[src/rtl/mcb_pkg.sv]
package mcb_pkg;
  localparam int WORD_W  = 64;
  localparam int ST_VAL  = 63;
  localparam int ST_OVR  = 62;
  localparam int ST_UNC  = 61;
  localparam int ST_ACT  = 55;
  localparam int GS_BUSY = 2;
  localparam int CAP_GCP = 8;

  typedef logic [WORD_W-1:0] word_t;

  typedef enum logic [2:0] {
    OC_REJECT    = 3'd0,
    OC_DROP_BUSY = 3'd1,
    OC_DROP_GCTL = 3'd2,
    OC_DROP_BCTL = 3'd3,
    OC_ESCALATE  = 3'd4,
    OC_LOG_UC    = 3'd5,
    OC_LOG_CE    = 3'd6,
    OC_MARK_OVR  = 3'd7
  } outcome_e;

  typedef enum logic [1:0] {
    CT_BANK_CTL   = 2'd0,
    CT_GLOB_CTL   = 2'd1,
    CT_GLOB_STS   = 2'd2,
    CT_BANK_STS   = 2'd3
  } cfg_target_e;
endpackage

[src/rtl/mcb_req_check.sv]
module mcb_req_check #(
  parameter int NUM_BANKS = 4,
  parameter int SEL_W     = 2
) (
  input  logic [7:0]       cap_count_i,
  input  logic [7:0]       bank_i,
  input  logic             status_val_i,
  output logic             req_ok_o,
  output logic [SEL_W-1:0] sel_o
);
  localparam logic [7:0] NB8 = 8'(NUM_BANKS);

  logic cap_ok, range_ok;

  always_comb begin
    cap_ok   = (cap_count_i != 8'd0);
    range_ok = (bank_i < cap_count_i) && (bank_i < NB8);
    req_ok_o = cap_ok && range_ok && status_val_i;
    sel_o    = bank_i[SEL_W-1:0];
  end
endmodule

[src/rtl/mcb_decide.sv]
module mcb_decide
  import mcb_pkg::*;
(
  input  logic     req_ok_i,
  input  word_t    inj_status_i,
  input  logic     uncond_i,
  input  logic     cap_gcp_i,
  input  word_t    glob_ctl_i,
  input  logic     glob_busy_i,
  input  logic     cr4_mce_i,
  input  word_t    bank_ctl_i,
  input  logic     bank_val_i,
  input  logic     bank_unc_i,
  output outcome_e outcome_o,
  output word_t    log_status_o
);
  logic ao_blocked, is_unc;

  always_comb begin
    ao_blocked   = glob_busy_i && !inj_status_i[ST_ACT] && !uncond_i;
    is_unc       = inj_status_i[ST_UNC];
    log_status_o = inj_status_i;
    if (bank_val_i) log_status_o[ST_OVR] = 1'b1;

    if (!req_ok_i) begin
      outcome_o = OC_REJECT;
    end else if (ao_blocked) begin
      outcome_o = OC_DROP_BUSY;
    end else if (is_unc) begin
      if (cap_gcp_i && (glob_ctl_i != '1)) begin
        outcome_o = OC_DROP_GCTL;
      end else if (bank_ctl_i != '1) begin
        outcome_o = OC_DROP_BCTL;
      end else if (glob_busy_i || !cr4_mce_i) begin
        outcome_o = OC_ESCALATE;
      end else begin
        outcome_o = OC_LOG_UC;
      end
    end else if (!bank_val_i || !bank_unc_i) begin
      outcome_o = OC_LOG_CE;
    end else begin
      outcome_o = OC_MARK_OVR;
    end
  end
endmodule

[src/rtl/mcb_bank.sv]
module mcb_bank
  import mcb_pkg::*;
(
  input  logic  clk,
  input  logic  rst_n,
  input  logic  log_en_i,
  input  word_t log_status_i,
  input  word_t log_addr_i,
  input  word_t log_misc_i,
  input  logic  ovr_en_i,
  input  logic  ctl_we_i,
  input  logic  sts_we_i,
  input  word_t cfg_data_i,
  output word_t ctl_q_o,
  output word_t status_q_o,
  output word_t addr_q_o,
  output word_t misc_q_o
);
  word_t ctl_q, sts_q, adr_q, msc_q;
  word_t ctl_d, sts_d, adr_d, msc_d;

  always_comb begin
    ctl_d = ctl_q;
    sts_d = sts_q;
    adr_d = adr_q;
    msc_d = msc_q;
    if (log_en_i) begin
      sts_d = log_status_i;
      adr_d = log_addr_i;
      msc_d = log_misc_i;
    end else if (ovr_en_i) begin
      sts_d[ST_OVR] = 1'b1;
    end else if (sts_we_i) begin
      sts_d = cfg_data_i;
    end
    if (ctl_we_i) ctl_d = cfg_data_i;
  end

  always_ff @(posedge clk or negedge rst_n) begin
    if (!rst_n) begin
      ctl_q <= '0;
      sts_q <= '0;
      adr_q <= '0;
      msc_q <= '0;
    end else begin
      ctl_q <= ctl_d;
      sts_q <= sts_d;
      adr_q <= adr_d;
      msc_q <= msc_d;
    end
  end

  assign ctl_q_o    = ctl_q;
  assign status_q_o = sts_q;
  assign addr_q_o   = adr_q;
  assign misc_q_o   = msc_q;
endmodule

[src/rtl/mcb_logger.sv]
module mcb_logger
  import mcb_pkg::*;
#(
  parameter int          NUM_BANKS = 4,
  parameter logic [63:0] CAP_INIT  = 64'h0000_0000_0000_0104
) (
  input  logic                    clk,
  input  logic                    rst_n,
  input  logic                    cr4_mce_i,
  input  logic                    inj_valid_i,
  input  logic [7:0]              inj_bank_i,
  input  logic [63:0]             inj_status_i,
  input  logic [63:0]             inj_addr_i,
  input  logic [63:0]             inj_misc_i,
  input  logic [63:0]             inj_mcg_status_i,
  input  logic                    inj_uncond_i,
  input  logic                    cfg_we_i,
  input  logic [1:0]              cfg_target_i,
  input  logic [7:0]              cfg_bank_i,
  input  logic [63:0]             cfg_data_i,
  output logic [NUM_BANKS*64-1:0] bank_ctl_o,
  output logic [NUM_BANKS*64-1:0] bank_status_o,
  output logic [NUM_BANKS*64-1:0] bank_addr_o,
  output logic [NUM_BANKS*64-1:0] bank_misc_o,
  output logic [63:0]             mcg_cap_o,
  output logic [63:0]             mcg_ctl_o,
  output logic [63:0]             mcg_status_o,
  output logic                    inj_accept_o,
  output logic                    inj_reject_o,
  output logic                    mce_irq_o,
  output logic                    shutdown_req_o
);
  localparam int         SEL_W = (NUM_BANKS > 1) ? $clog2(NUM_BANKS) : 1;
  localparam logic [7:0] NB8   = 8'(NUM_BANKS);

  word_t ctl_arr [NUM_BANKS];
  word_t sts_arr [NUM_BANKS];

  logic             req_ok;
  logic [SEL_W-1:0] sel;
  outcome_e         outcome;
  word_t            log_status;
  word_t            cur_ctl, cur_sts;

  word_t gctl_q, gctl_d, gsts_q, gsts_d;
  logic  acc_q, acc_d, rej_q, rej_d, irq_q, irq_d, shd_q, shd_d;

  cfg_target_e      cfg_tgt;
  logic             cfg_go, cfg_bank_ok;
  logic [SEL_W-1:0] cfg_sel;

  assign cfg_tgt     = cfg_target_e'(cfg_target_i);
  assign cfg_go      = cfg_we_i && !inj_valid_i;
  assign cfg_bank_ok = (cfg_bank_i < NB8);
  assign cfg_sel     = cfg_bank_i[SEL_W-1:0];

  mcb_req_check #(.NUM_BANKS(NUM_BANKS), .SEL_W(SEL_W)) u_check (
    .cap_count_i  (CAP_INIT[7:0]),
    .bank_i       (inj_bank_i),
    .status_val_i (inj_status_i[ST_VAL]),
    .req_ok_o     (req_ok),
    .sel_o        (sel)
  );

  assign cur_ctl = ctl_arr[sel];
  assign cur_sts = sts_arr[sel];

  mcb_decide u_decide (
    .req_ok_i     (req_ok),
    .inj_status_i (inj_status_i),
    .uncond_i     (inj_uncond_i),
    .cap_gcp_i    (CAP_INIT[CAP_GCP]),
    .glob_ctl_i   (gctl_q),
    .glob_busy_i  (gsts_q[GS_BUSY]),
    .cr4_mce_i    (cr4_mce_i),
    .bank_ctl_i   (cur_ctl),
    .bank_val_i   (cur_sts[ST_VAL]),
    .bank_unc_i   (cur_sts[ST_UNC]),
    .outcome_o    (outcome),
    .log_status_o (log_status)
  );

  for (genvar i = 0; i < NUM_BANKS; i++) begin : g_bank
    logic  hit, cfg_hit, log_en, ovr_en;
    word_t addr_q, misc_q;

    assign hit     = inj_valid_i && (sel == SEL_W'(i));
    assign cfg_hit = cfg_go && cfg_bank_ok && (cfg_sel == SEL_W'(i));
    assign log_en  = hit && ((outcome == OC_LOG_UC) || (outcome == OC_LOG_CE));
    assign ovr_en  = hit && (outcome == OC_MARK_OVR);

    mcb_bank u_bank (
      .clk          (clk),
      .rst_n        (rst_n),
      .log_en_i     (log_en),
      .log_status_i (log_status),
      .log_addr_i   (inj_addr_i),
      .log_misc_i   (inj_misc_i),
      .ovr_en_i     (ovr_en),
      .ctl_we_i     (cfg_hit && (cfg_tgt == CT_BANK_CTL)),
      .sts_we_i     (cfg_hit && (cfg_tgt == CT_BANK_STS)),
      .cfg_data_i   (cfg_data_i),
      .ctl_q_o      (ctl_arr[i]),
      .status_q_o   (sts_arr[i]),
      .addr_q_o     (addr_q),
      .misc_q_o     (misc_q)
    );

    assign bank_ctl_o[i*64 +: 64]    = ctl_arr[i];
    assign bank_status_o[i*64 +: 64] = sts_arr[i];
    assign bank_addr_o[i*64 +: 64]   = addr_q;
    assign bank_misc_o[i*64 +: 64]   = misc_q;
  end

  always_comb begin
    gctl_d = gctl_q;
    gsts_d = gsts_q;
    acc_d  = inj_valid_i && (outcome != OC_REJECT);
    rej_d  = inj_valid_i && (outcome == OC_REJECT);
    irq_d  = inj_valid_i && (outcome == OC_LOG_UC);
    shd_d  = inj_valid_i && (outcome == OC_ESCALATE);
    if (irq_d) begin
      gsts_d = inj_mcg_status_i;
    end else if (cfg_go && (cfg_tgt == CT_GLOB_STS)) begin
      gsts_d = cfg_data_i;
    end
    if (cfg_go && (cfg_tgt == CT_GLOB_CTL)) gctl_d = cfg_data_i;
  end

  always_ff @(posedge clk or negedge rst_n) begin
    if (!rst_n) begin
      gctl_q <= '0;
      gsts_q <= '0;
      acc_q  <= 1'b0;
      rej_q  <= 1'b0;
      irq_q  <= 1'b0;
      shd_q  <= 1'b0;
    end else begin
      gctl_q <= gctl_d;
      gsts_q <= gsts_d;
      acc_q  <= acc_d;
      rej_q  <= rej_d;
      irq_q  <= irq_d;
      shd_q  <= shd_d;
    end
  end

  assign mcg_cap_o      = CAP_INIT;
  assign mcg_ctl_o      = gctl_q;
  assign mcg_status_o   = gsts_q;
  assign inj_accept_o   = acc_q;
  assign inj_reject_o   = rej_q;
  assign mce_irq_o      = irq_q;
  assign shutdown_req_o = shd_q;
endmodule

[config.mk]
export PLATFORM = sky130hd
export DESIGN_NAME = mcb_logger
export DESIGN_NICKNAME = d
export VERILOG_FILES = /design/src/rtl/mcb_pkg.sv /design/src/rtl/mcb_req_check.sv /design/src/rtl/mcb_decide.sv /design/src/rtl/mcb_bank.sv /design/src/rtl/mcb_logger.sv
export SDC_FILE = /design/constraint.sdc
export NUM_CORES = 1
export LEC_CHECK = 0
export BUFFER_PORTS_ARGS = -buffer_cell sky130_fd_sc_hd__buf_2
export CAP_MARGIN = 0
export CORE_AREA = 4 4 612 614
export CTS_BUF_LIST = sky130_fd_sc_hd__clkbuf_16
export DETAILED_ROUTE_END_ITERATION = 8
export DIE_AREA = 0 0 616 618
export GPL_TIMING_DRIVEN = 0
export PLACE_DENSITY = 0.41
export SLEW_MARGIN = 20
export SYNTH_ARGS = -nofsm -noshare
export SYNTH_HDL_FRONTEND = slang
export SYNTH_HIERARCHICAL = 1
export SYNTH_SLANG_ARGS = --single-unit
[constraint.sdc]
create_clock -name clk -period 3.61 [get_ports clk]
set_input_delay 0.5415 -clock clk [delete_from_list [all_inputs] [get_ports clk]]
set_output_delay 0.5415 -clock clk [all_outputs]
set_load 0.01 [all_outputs]
==> results of run 1 <==
[synth_stat cells, types with 68 or more instances]
library cell  instances
a21oi_1              68
buf_4               130
buf_6                72
clkbuf_1            119
dfrtp_1            1156
inv_1               261
mux2_2              276
mux2_4              492
mux2i_1              68
nand2_1             257
nand4bb_1           252
nor2_1               80
o311ai_1            216
[sequential cells by signal, summed over array words and instances, names as in the netlist]
name,cells
g_bank.u_bank/addr_q_o,256
g_bank.u_bank/ctl_q_o,256
g_bank.u_bank/misc_q_o,256
g_bank.u_bank/status_q_o,256
inj_accept_o,1
inj_reject_o,1
mce_irq_o,1
mcg_ctl_o,64
mcg_status_o,64
shutdown_req_o,1
[metrics by stage]
step | TNS, ns | util (%) | std cells | cell area [um^2] | power, uW
floorplan | 0 | - | 3905 | 54200 | 14600
global placement | - | 18.3 | 10300 | 67600 | 16700
detailed placement | -3348.73 | 18.4 | 10300 | 68000 | 16700
CTS | -1220.75 | 21.2 | 10900 | 78000 | 32300
global route | -1269.39 | 21.9 | 10900 | 80700 | 32900
finish | -1081.21 | 21.9 | 11000 | 80700 | 31700
[per-layer routing]
| metal | GRT usage [%] | share of wire, % |
|---|---|---|
| met1 | 19.2 | 37 |
| met2 | 32.4 | 53 |
| met3 | 3.97 | 6.3 |
| met4 | 5.63 | 3.6 |
| met5 | 0 | 0.013 |
[cell usage in the layout, fill, tap and decap left out, types with 11 or more instances in the layout]
cell type | netlist | layout
buf_6 | 72 | 42
nand4_1 | 33 | 33
o311ai_0 | 28 | 22
buf_8 | 24 | 24
nand2_2 | 0 | 30
clkbuf_2 | 4 | 52
dlygate4sd3_1 | 0 | 200
o311ai_1 | 216 | 137
mux2_4 | 492 | 497
mux2i_1 | 68 | 68
nand2_4 | 0 | 57
buf_16 | 0 | 73
o311ai_2 | 8 | 67
clkinv_1 | 0 | 27
conb_1 | 2 | 81
clkinv_2 | 0 | 14
bufinv_16 | 0 | 12
clkbuf_16 | 0 | 196
inv_1 | 261 | 294
diode_2 | 0 | 32
buf_2 | 66 | 1481
mux4_2 | 66 | 66
buf_12 | 6 | 83
o311ai_4 | 0 | 26
mux2_2 | 276 | 271
nand2_1 | 257 | 170
nor2_1 | 80 | 77
nand4bb_1 | 252 | 245
a21oi_1 | 68 | 68
mux2_1 | 64 | 64
clkbuf_8 | 0 | 11
buf_4 | 130 | 176
dfrtp_1 | 1156 | 1155
clkbuf_1 | 119 | 40
[power by group through the flow]
stage	sequential [uW]	combinational, uW	clock [uW]
floorplan	14000	652	0
global placement	14000	2660	0
detailed placement	14000	2730	0
CTS	13800	2990	15500
global route	13800	3140	16000
finish	13700	2930	15000
[cells by family after synthesis]
logic type | synth area share [%]
other cells | 0.0139
simple gates | 8.69
flops | 53.7
fa+ha+maj | 0.163
mux | 24.8
compound gates | 5.04
xor+xnor | 0.0163
buf+inv | 7.55
[worst paths after layout]
| kind | startpoint | end | cells past startpoint |
|---|---|---|---|
| hold reg to reg | g_bank[3].u_bank/misc_q_o[25] | g_bank[3].u_bank/misc_q_o[25] | 1 |
| max in group asynchronous | rst_n | g_bank[1].u_bank/status_q_o[34] | 6 |
| setup / recovery | inj_bank_i[1] | g_bank[1].u_bank/misc_q_o[10] | 18 |
| hold / removal | inj_mcg_status_i[22] | mcg_status_o[22] | 3 |
| min in group asynchronous | rst_n | g_bank[0].u_bank/addr_q_o[54] | 2 |
| setup reg to reg | g_bank[3].u_bank/ctl_q_o[23] | g_bank[1].u_bank/misc_q_o[10] | 15 |
[worst max-delay path, delay by kind of cell]
kind / cells / cell delay, ns
AND/OR/NAND/NOR: 5 / 1.94
buffers and inverters: 9 / 1.82
multiplexers: 2 / 0.56
AO/OA/AOI/OAI: 1 / 0.41
XOR/XNOR: 1 / 0.25
[area by class of cell]
| class | instances | area [um^2] |
|---|---|---|
| plain buffers | 408 | 4240 |
| flip-flops and latches | 1156 | 28900 |
| inverters | 262 | 983 |
| diodes | 32 | 80.1 |
| clock inverters | 103 | 892 |
| multi-input cells | 2061 | 22800 |
| well taps | 4950 | 6190 |
| repair buffers | 1827 | 12700 |
| clock buffers | 153 | 3830 |
| fillers | 39600 | 288000 |
[repair_timing]
item,CTS,global route
hold buffers,200,0
buffers inserted,83,36
cloned,32,34
gates resized for setup,355,407
pin swaps,17,22
endpoints found under the setup margin,836,844
endpoints found under the hold margin,730,0
==> impl_metrics.env, run 1 <==
export IMPL_drt_first_pass_iters=6
export IMPL_pwr_share_clk_pct=47.4
export IMPL_cpMostUsedCell="buf_16"
export IMPL_drive_above_1_share_pct=54.2
export IMPL_worst_pin_slew_ns=1.01
export IMPL_clkTransAtPathRegs_ns=0.06
export IMPL_die_h_um=618
export IMPL_maxCapViolCount=0
export IMPL_num_nets_final=6217
export IMPL_initial_core_util_pct=14.6
export IMPL_drc=0
export IMPL_yosys_top_cells_area="dfrtp_1 54%, mux2_4 14%, mux2_2 5.8%"
export IMPL_critPathKind="input pin to flip-flop"
export IMPL_post_route_min_period_ns=5.04
export IMPL_fin_crit_sh_pct=140
export IMPL_ant_nets=0
export IMPL_finalHoldViolations=0
export IMPL_die_w_um=616
export IMPL_cts_sinks=1156
export IMPL_yosysTopAreaCell="dfrtp_1"
export IMPL_cp_required_ns=4.30
export IMPL_ys_flop_type="dfrtp_1"
export IMPL_grtUsageTotal_pct=17.3
export IMPL_end_kind="flip-flop"
export IMPL_slew_violations=0
export IMPL_timing_final_ws_setup_ns=-1.43
export IMPL_fp_dieArea_mm2=0.381
export IMPL_r2r_slack_ns=-1.40
export IMPL_grt_overflow_total=0
export IMPL_grt_pass1_vias=43900
export IMPL_numCtsBuffers=150
export IMPL_synthArstFlopShare_pct=100
export IMPL_status="finished with violations"
export IMPL_synth_warnings=6
export IMPL_rows=223
export IMPL_power_density_mw_per_mm2=392
export IMPL_ys_ff_latch=1156
export IMPL_wl_per_cell_um=31.9
export IMPL_wl_mm=350
export IMPL_cts_root_buf="clkbuf_16"
export IMPL_startpoint_type="input pin"
export IMPL_clock_latency_ns=0.85
export IMPL_first_iter_violations=2848
export IMPL_power_switching_share_pct=27.7
export IMPL_synth_top_area_share_pct=53.7
export IMPL_core_area_mm2=0.369
export IMPL_p_sw_uw=8780
export IMPL_cpMaxStageDelayCell="nand4_1"
export IMPL_crit_chain="buf_2 > buf_4 > clkbuf_8 > mux4_2 > nand4_1 > nor4_4 > buf_6 > nand4_1 > o211a_1 > xor2_2 > nand3_2 > buf_4 > nor2_4 > buf_12 > buf_16 > buf_16 > buf_16 > mux2_4"
export IMPL_io_pins=1564
export IMPL_leakage_uw=0.0385
export IMPL_grt_pass1_wl_mm=445
export IMPL_cts_htree_levels=4
export IMPL_synth_edf_count=0
export IMPL_crit_fanout=10
export IMPL_skew_ns=0.0513
export IMPL_crit_path_max_incr_delay_ns=0.80
export IMPL_netlist_instances=3826
export IMPL_peakVddDrop_mv=0.579
export IMPL_violations="setup timing"
export IMPL_hold_ws_ns=0.103
export IMPL_clock_path_buffers=4
export IMPL_antenna_found_initial=88
export IMPL_hold_class="input pin to flip-flop"
export IMPL_crit_arrival_ns=5.73
export IMPL_grt_setup_unrepaired="yes"
export IMPL_place_ws_ns=-4.44
export IMPL_vias=42400
export IMPL_finalWeightedCongestion=0.870
export IMPL_cts_tree="built"
export IMPL_p_int_uw=22900
export IMPL_combPwrFrac_pct=9.3
export IMPL_synth_distinct_cells=54
export IMPL_setup_viol_count_final=836
export IMPL_port_buffers=1438
export IMPL_fmax_mhz=198
export IMPL_seqPwrFrac_pct=43.4
export IMPL_avgViaCountPerCell=3.87
export IMPL_syn_area_per_cell_um2=14.1
export IMPL_synth_area_mm2=0.0539
export IMPL_synth_seq_area_share_pct=53.7
export IMPL_max_slew_margin_pct=32.2
export IMPL_syn2layout_area_growth_pct=49.8
export IMPL_hpwl_mm=265
export IMPL_grt_max_degree=133
Power figures use the tool's default switching activity.
==> inputs of run 2 (changes only) <==
--- a/config.mk
+++ b/config.mk
@@ -11,8 +11,8 @@
 export CTS_BUF_LIST = sky130_fd_sc_hd__clkbuf_16
 export DETAILED_ROUTE_END_ITERATION = 8
 export DIE_AREA = 0 0 616 618
-export GPL_TIMING_DRIVEN = 0
 export PLACE_DENSITY = 0.41
+export SKIP_CTS_REPAIR_TIMING = 1
 export SLEW_MARGIN = 20
 export SYNTH_ARGS = -nofsm -noshare
 export SYNTH_HDL_FRONTEND = slang
==> constraint.sdc (replaced) <==
create_clock -name clk -period 5.5 [get_ports clk]
set_input_delay 0.825 -clock clk [delete_from_list [all_inputs] [get_ports clk]]
set_output_delay 0.825 -clock clk [all_outputs]
set_load 0.01 [all_outputs]
==> impl_metrics.env, run 2 (synthesis results as in run 1) <==
export IMPL_vias=39500
export IMPL_fin_crit_sh_pct=84.8
export IMPL_worstHoldEndpoint="mcg_status_o[6]"
export IMPL_numCtsBuffers=151
export IMPL_cts_root_buf="clkbuf_16"
export IMPL_grtUsageTotal_pct=14.7
export IMPL_final_area_mm2=0.0721
export IMPL_place_ws_ns=-0.525
export IMPL_ant_nets=0
export IMPL_r2r_end="g_bank[2].u_bank/status_q_o[51]"
export IMPL_reg2reg_from="g_bank[1].u_bank/ctl_q_o[39]"
export IMPL_port_buffers=1499
export IMPL_power_density_mw_per_mm2=280
export IMPL_min_from="inj_mcg_status_i[6]"
export IMPL_reg2regPathDepth=13
export IMPL_wl_mm=295
export IMPL_crit_path_max_incr_delay_ns=0.73
export IMPL_placedCellCount=10100
export IMPL_die_w_um=616
export IMPL_final_cell_mix="1,496 x buf_2, 1,156 x dfrtp_1, 492 x mux2_4"
export IMPL_postPlaceCellArea_mm2=0.0674
export IMPL_crit_chain="buf_4 > buf_12 > mux4_2 > nand4_1 > buf_4 > nor4_2 > buf_4 > nand4_1 > o21ai_0 > and3_1 > nand4_1 > buf_4 > nor2_4 > nor2b_4 > buf_12 > buf_4 > o311ai_1"
export IMPL_max_slew_margin_pct=33.3
export IMPL_clkTransAtPathRegs_ns=0.07
export IMPL_avgViaCountPerCell=3.76
export IMPL_finalHoldViolations=0
export IMPL_timing_setup_tns_ns=0
export IMPL_die_h_um=618
export IMPL_grt_setup_unrepaired="no"
export IMPL_drt_first_pass_iters=5
export IMPL_num_nets_final=5678
export IMPL_first_iter_violations=2774
export IMPL_fp_dieArea_mm2=0.381
export IMPL_crit_fanout=40
export IMPL_drive_above_1_share_pct=50.9
export IMPL_hold_class="input pin to flip-flop"
export IMPL_end_kind="flip-flop"
export IMPL_crit_arrival_ns=5.37
export IMPL_cts_htree_levels=4
export IMPL_fmax_mhz=214
export IMPL_whs_path_depth=3
export IMPL_startpoint_type="input pin"
export IMPL_rows=223
export IMPL_antenna_found_initial=81
export IMPL_grt_overflow_total=0
export IMPL_maxCapViolCount=0
export IMPL_gr_usage_met2_pct=26.5
export IMPL_cp_required_ns=6.21
export IMPL_grt_max_degree=148
export IMPL_cpMaxStageDelayCell="nor4_2"
export IMPL_wl_per_cell_um=28.1
export IMPL_cpMostUsedCell="buf_4"
export IMPL_clock_path_buffers=4
export IMPL_cts_tree="built"
export IMPL_grt_pass1_vias=40300
export IMPL_leakage_uw=0.0344
export IMPL_setup_viol_count_final=0
export IMPL_clock_latency_ns=0.83
export IMPL_met1_usage_pct=16.9
export IMPL_peakVddDrop_mv=0.207
export IMPL_io_pins=1564
export IMPL_timing_final_ws_setup_ns=0.838
export IMPL_core_area_mm2=0.369
export IMPL_syn2layout_area_growth_pct=33.9
export IMPL_status="finished clean"
export IMPL_instances_no_fill=10500
export IMPL_totalPowerFinal_uw=20200
export IMPL_grt_pass1_wl_mm=388
export IMPL_drc=0
export IMPL_final_common_cell="buf_2"
export IMPL_r2r_slack_ns=0.87
export IMPL_initial_core_util_pct=14.6
export IMPL_finalWeightedCongestion=0.832
export IMPL_skew_ns=0.0648
export IMPL_busiest_layer="met2"
export IMPL_hpwl_mm=230
export IMPL_worst_pin_slew_ns=1.00
export IMPL_critPathKind="input pin to flip-flop"
export IMPL_post_route_min_period_ns=4.66
export IMPL_use_met3_pct=3.08
export IMPL_slew_violations=0
export IMPL_cts_sinks=1156
run 2: changes by cell type in the layout (fill, tap and decap cells not counted), sizes merged:
cell,previous run,this run
dlygate4sd3,200,1
inv,298,302
buf,1883,1694
diode,32,93
clkbuf,304,153
clkinv,52,66
bufbuf,1,0
clkinvlp,3,2
bufinv,12,5
run 2: worst max path at each step:
stage	slack, ns	to	depth (start not counted)	from
floorplan	1.38	g_bank[0].u_bank/addr_q_o[0]	16	inj_bank_i[0]
finish	0.84	g_bank[2].u_bank/status_q_o[51]	17	inj_bank_i[1]
global route	0.26	g_bank[0].u_bank/status_q_o[7]	15	g_bank[1].u_bank/ctl_q_o[39]
detailed placement	-0.53	g_bank[0].u_bank/misc_q_o[25]	16	inj_bank_i[1]
CTS	0.16	g_bank[0].u_bank/addr_q_o[2]	14	g_bank[1].u_bank/ctl_q_o[39]
global placement	-1.00	g_bank[0].u_bank/misc_q_o[30]	16	inj_bank_i[1]
run 2: cell type report:
class,count,area [um^2]
clock inverter,113,721
fill,40100,296000
inverter,262,983
sequential,1156,28900
antenna,93,233
multi-input combinational,2061,21400
timing repair buffer,1695,9900
clock buffer,153,3830
tap,4950,6190
run 2: metal layers:
layer,vias to the layer above,wire (um),share of wire [%]
li1,16800,-,-
met2,1458,152000,51
met5,-,41,0.014
met3,404,17200,5.8
met4,6,14400,4.9
met1,20800,112000,38
run 2: worst max-delay path, delay by kind of cell:
kind	cells	cell delay (ns)
buffers and inverters	7	1.67
muxes	1	0.28
AOI/OAI and AO/OA	2	0.50
and+or+nand+nor	7	1.90
run 2: power by group:
group	leakage (uW)	total (uW)	switching, uW	internal, uW
clock	0.00236	9510	4210	5300
sequential	0.0146	9000	236	8760
combinational	0.0174	1670	1180	491
total	0.0344	20200	5620	14500
run 2: through the flow:
| step | hold WS [ns] | util (%) |
|---|---|---|
| final | 0.238 | 19.6 |
| after global routing | 0.181 | 19.6 |
| after CTS | -0.0624 | 19.5 |
| after detailed placement | 0.490 | 18.3 |
| after global placement | 0.489 | 18.3 |
| after floorplan | 0.529 | - |
